### src/rtl/rate_sel_pkg.sv
package rate_sel_pkg;

    // Encoding of the rate select: 0 = full rate, 1 = half rate
    typedef enum logic {
        RATE_FULL = 1'b0,
        RATE_HALF = 1'b1
    } rate_t;

    typedef struct packed {
        logic  phase;
        rate_t rate;
    } ctrl_t;

    function automatic logic load_allowed(rate_t rate, logic phase);
        return (rate == RATE_FULL) || phase;
    endfunction

endpackage

### src/rtl/rs_phase_gen.sv
module rs_phase_gen (
    input  logic clk,
    input  logic rst,
    output logic phase_o
);
    logic phase_d, phase_q;

    always_comb begin
        phase_d = rst ? 1'b0 : ~phase_q;
    end

    always_ff @(posedge clk) begin
        phase_q <= phase_d;
    end

    assign phase_o = phase_q;
endmodule

### src/rtl/rs_sel_stage.sv
module rs_sel_stage
    import rate_sel_pkg::*;
(
    input  logic  clk,
    input  logic  rst,
    input  logic  sel_i,
    output rate_t rate_o
);
    rate_t rate_d, rate_q;

    always_comb begin
        if (rst) rate_d = RATE_FULL;
        else     rate_d = rate_t'(sel_i);
    end

    always_ff @(posedge clk) begin
        rate_q <= rate_d;
    end

    assign rate_o = rate_q;
endmodule

### src/rtl/rs_hold_reg.sv
module rs_hold_reg #(
    parameter int W = 8
) (
    input  logic         clk,
    input  logic         rst,
    input  logic         en_i,
    input  logic [W-1:0] d_i,
    output logic [W-1:0] q_o
);
    logic [W-1:0] data_d, data_q;

    always_comb begin
        data_d = data_q;
        if (rst)       data_d = '0;
        else if (en_i) data_d = d_i;
    end

    always_ff @(posedge clk) begin
        data_q <= data_d;
    end

    assign q_o = data_q;
endmodule

### src/rtl/rate_enable_select.sv
module rate_enable_select
    import rate_sel_pkg::*;
#(
    parameter int DATA_W = 8
) (
    input  logic              clk,
    input  logic              rst,
    input  logic              rate_sel,
    input  logic [DATA_W-1:0] din,
    output logic [DATA_W-1:0] dout,
    output logic              half_phase
);
    ctrl_t ctrl;
    logic  load_en;

    rs_phase_gen u_phase (
        .clk     (clk),
        .rst     (rst),
        .phase_o (ctrl.phase)
    );

    rs_sel_stage u_sel (
        .clk    (clk),
        .rst    (rst),
        .sel_i  (rate_sel),
        .rate_o (ctrl.rate)
    );

    // The rate choice reaches the register only through its enable
    always_comb begin
        load_en = load_allowed(ctrl.rate, ctrl.phase);
    end

    rs_hold_reg #(.W(DATA_W)) u_data (
        .clk  (clk),
        .rst  (rst),
        .en_i (load_en),
        .d_i  (din),
        .q_o  (dout)
    );

    assign half_phase = ctrl.phase;
endmodule

### config.mk
export PLATFORM = sky130hd
export DESIGN_NAME = rate_enable_select
export DESIGN_NICKNAME = d
export VERILOG_FILES = /design/src/rtl/rate_sel_pkg.sv /design/src/rtl/rs_phase_gen.sv /design/src/rtl/rs_sel_stage.sv /design/src/rtl/rs_hold_reg.sv /design/src/rtl/rate_enable_select.sv
export SDC_FILE = /design/constraint.sdc
export NUM_CORES = 1
export LEC_CHECK = 0
export ABC_AREA = 1
export BUFFER_PORTS_ARGS = -buffer_cell sky130_fd_sc_hd__buf_4
export CELL_PAD_IN_SITES_DETAIL_PLACEMENT = 1
export CELL_PAD_IN_SITES_GLOBAL_PLACEMENT = 1
export CORE_UTILIZATION = 28
export DETAILED_ROUTE_END_ITERATION = 7
export PLACE_DENSITY_LB_ADDON = 0.1
export RECOVER_POWER = 25
export SLEW_MARGIN = 30
export SYNTH_ARGS = -nofsm -noshare
export SYNTH_HDL_FRONTEND = slang
export SYNTH_SLANG_ARGS = --single-unit
### constraint.sdc
create_clock -name clk -period 1.4 [get_ports clk]
set_input_delay 0.14 -clock clk [delete_from_list [all_inputs] [get_ports clk]]
set_output_delay 0.14 -clock clk [all_outputs]
set_load 0.01 [all_outputs]
==> run summary <==
Hold Crit Depth = 2
Final min period = 0.991 ns
Layout cell share with drive strength beyond 1 = 0.278
Clock Latency Late Sink = 0.26 ns
Gr usage total = 0.131
Run status = completed
Final period utilization = 0.708
Routed Antenna Nets = 0
Crit path cell chain = buf_4
Syn nets = 69
Buffers on Ports = 19
Sw power = 0.159 mW
IO Count = 20
Final setup TNS = 0 ns
Vias = 404
Syn avg cell area = 6.99 µm²
Met3 usage = 0.0333
Layout Cells excl Fill = 94
Met2 usage = 0.190
Worst R2R Setup Slack = 0.41 ns
Pwr Density = 1080 nW/µm²
Final setup vio count = 0
Clk pwr share = 0.312
Worst setup SP type = flop
Flops & latches, synth = 10
CTS hold repair buffers = 0
Worst reg2reg path depth = 4
Final worst slack = 0.409 ns
Met1 Track Usage GR = 0.163
CP max FO = 4
Dpl hpwl = 666 µm
Fmax = 1010 MHz
Clk slew on worst S/H paths = 0.06 ns
CP max-delay cell = dfxtp_1
Skew final = 0.000916 ns
Worst hold slack = 0.0443 ns
1st-pass router iterations = 3
Gr ovfl total = 0
Total Nets Final = 92
WP data required = 1.26 ns
Mapped Area = 405 µm²
CP max stage delay = 0.43 ns
Area grow syn2layout = 40.7%
Crit path arrival time = 0.85 ns
P_int = 0.459 mW
Final hold vios = 0
Setup crit end kind = output port
CTS Buf Count = 3
Worst Path Buf+Inv = 1
Hold Path Sink = u_sel.rate_o
Routed len/inst = 9.54 µm
Largest net degree at the start of global routing = 10
Distinct cells, synth = 8
Share of synthesized area occupied by flip-flops and latches = 0.494
Root Driver = clkbuf_4
Cell family with most CP delay = flip-flops
Sw frac = 0.258
GPL Wtd Cong = 0.654
RSZ-0062 raised after global routing = no
Drt total wl = 897 µm
Post-CTS sizing = 0
Seq pwr share = 0.518
Leak pwr = 0.297 nW
Chip Height = 40.1 µm
Combinational fraction of design power = 0.170
Core Region = 1320 µm²
Initial Util = 0.308
Hold path startpoint = rst
Via density = 4.30
# DRC = 0
Global-route wire length before repair = 1330 µm
N_diodes = 0
Antenna violations before repair = 0
Vias in the first global route = 317
Cell count after synthesis = 58
Beginning of the worst register-to-register path = u_sel.rate_o
Post-CTS setup buffers = 0
Number of max-cap violations = 0
Maximum vdd drop = 0.457 mV
TritonCTS Sinks = 10
CTS tree = done
Final Util = 0.433
Commonest non-fill, non-tap cell in the layout = nor2_1
YS warnings = 0
Slew Limit Fails = 0
Reg2reg end = u_data.q_o[7]
Starting DRT DRC Count = 4
Type of the worst setup path = reg2out
Maximum clock path buffer count = 2
Rows = 13
Placed cells = 91
Slew headroom = 0.793
Most frequent cells in the layout = nor2_1 (18), buf_4 (16), inv_1 (11), dfxtp_1 (10)
Tightest Pin Transition = 0.310 ns
Die X = 40.1 µm
Type of the worst min-delay path = in2reg
CTS H-tree depth = 1
Pre-CTS WS = 0.427 ns
Full die area = 1600 µm²
Most used routing layer = met2
-- cells by family (layout without fill, tap and decap cells) --
logic type | after synthesis | in the layout | share of synthesized area
simple gates | 35 | 35 | 0.367
buf+inv | 13 | 34 | 0.139
flops | 10 | 10 | 0.494
-- cells in the mapped netlist (all sizes together) --
| master | count | share of area |
|---|---|---|
| buf | 1 | 0.028 |
| inv | 12 | 0.11 |
| nand3 | 8 | 0.099 |
| dfxtp | 10 | 0.49 |
| nor2 | 19 | 0.19 |
| nand2 | 8 | 0.074 |
-- through the flow --
stage	cell area [µm²]	total power, mW
after global routing	571	0.666
after detailed placement	556	0.437
after global placement	556	0.435
after CTS	578	0.636
final	571	0.618
after floorplan	405	0.380
-- flip-flops by register name, summed over array words and instances, names as in the netlist --
register	flops
u_data.q_o	8
u_phase.phase_o	1
u_sel.rate_o	1
-- worst register-to-register path, stage by stage (launching register included) --
cell	delay, ns
dfxtp_1	0.50
inv_2	0.08
nor2_4	0.18
nor2_1	0.06
nor2_1	0.11
-- final cells by class --
cell class	count	area [µm²]
inverter	12	45.0
multi-input combinational	35	149
timing repair buffer	19	135
tap	15	18.8
clock buffer	3	22.5
sequential	10	200
fill	176	747
-- power groups by stage --
stage | Clock (mW) | Sequential [mW] | Combinational [mW]
global route | 0.224 | 0.323 | 0.119
global placement | 0 | 0.326 | 0.109
CTS | 0.205 | 0.321 | 0.111
floorplan | 0 | 0.332 | 0.0477
finish | 0.193 | 0.320 | 0.105
detailed placement | 0 | 0.327 | 0.110
-- how the worst max path moves through the flow --
stage,start,endpoint,slack [ns],cells after the start
2_1_floorplan,u_phase.phase_o,u_data.q_o[0],0.55,4
3_3_place_gp,u_sel.rate_o,u_data.q_o[2],0.45,4
3_5_place_dp,u_sel.rate_o,u_data.q_o[7],0.43,4
4_1_cts,u_sel.rate_o,u_data.q_o[7],0.38,4
5_1_grt,u_sel.rate_o,u_data.q_o[3],0.30,4
6_report,u_phase.phase_o,half_phase,0.41,1
-- metal layers --
| layer | up-vias | routed length [µm] |
|---|---|---|
| li1 | 215 | - |
| met1 | 174 | 398 |
| met2 | 13 | 427 |
| met3 | 2 | 63 |
| met4 | 0 | 6 |
| met5 | - | 0 |
(Power assumes the default switching activity.)
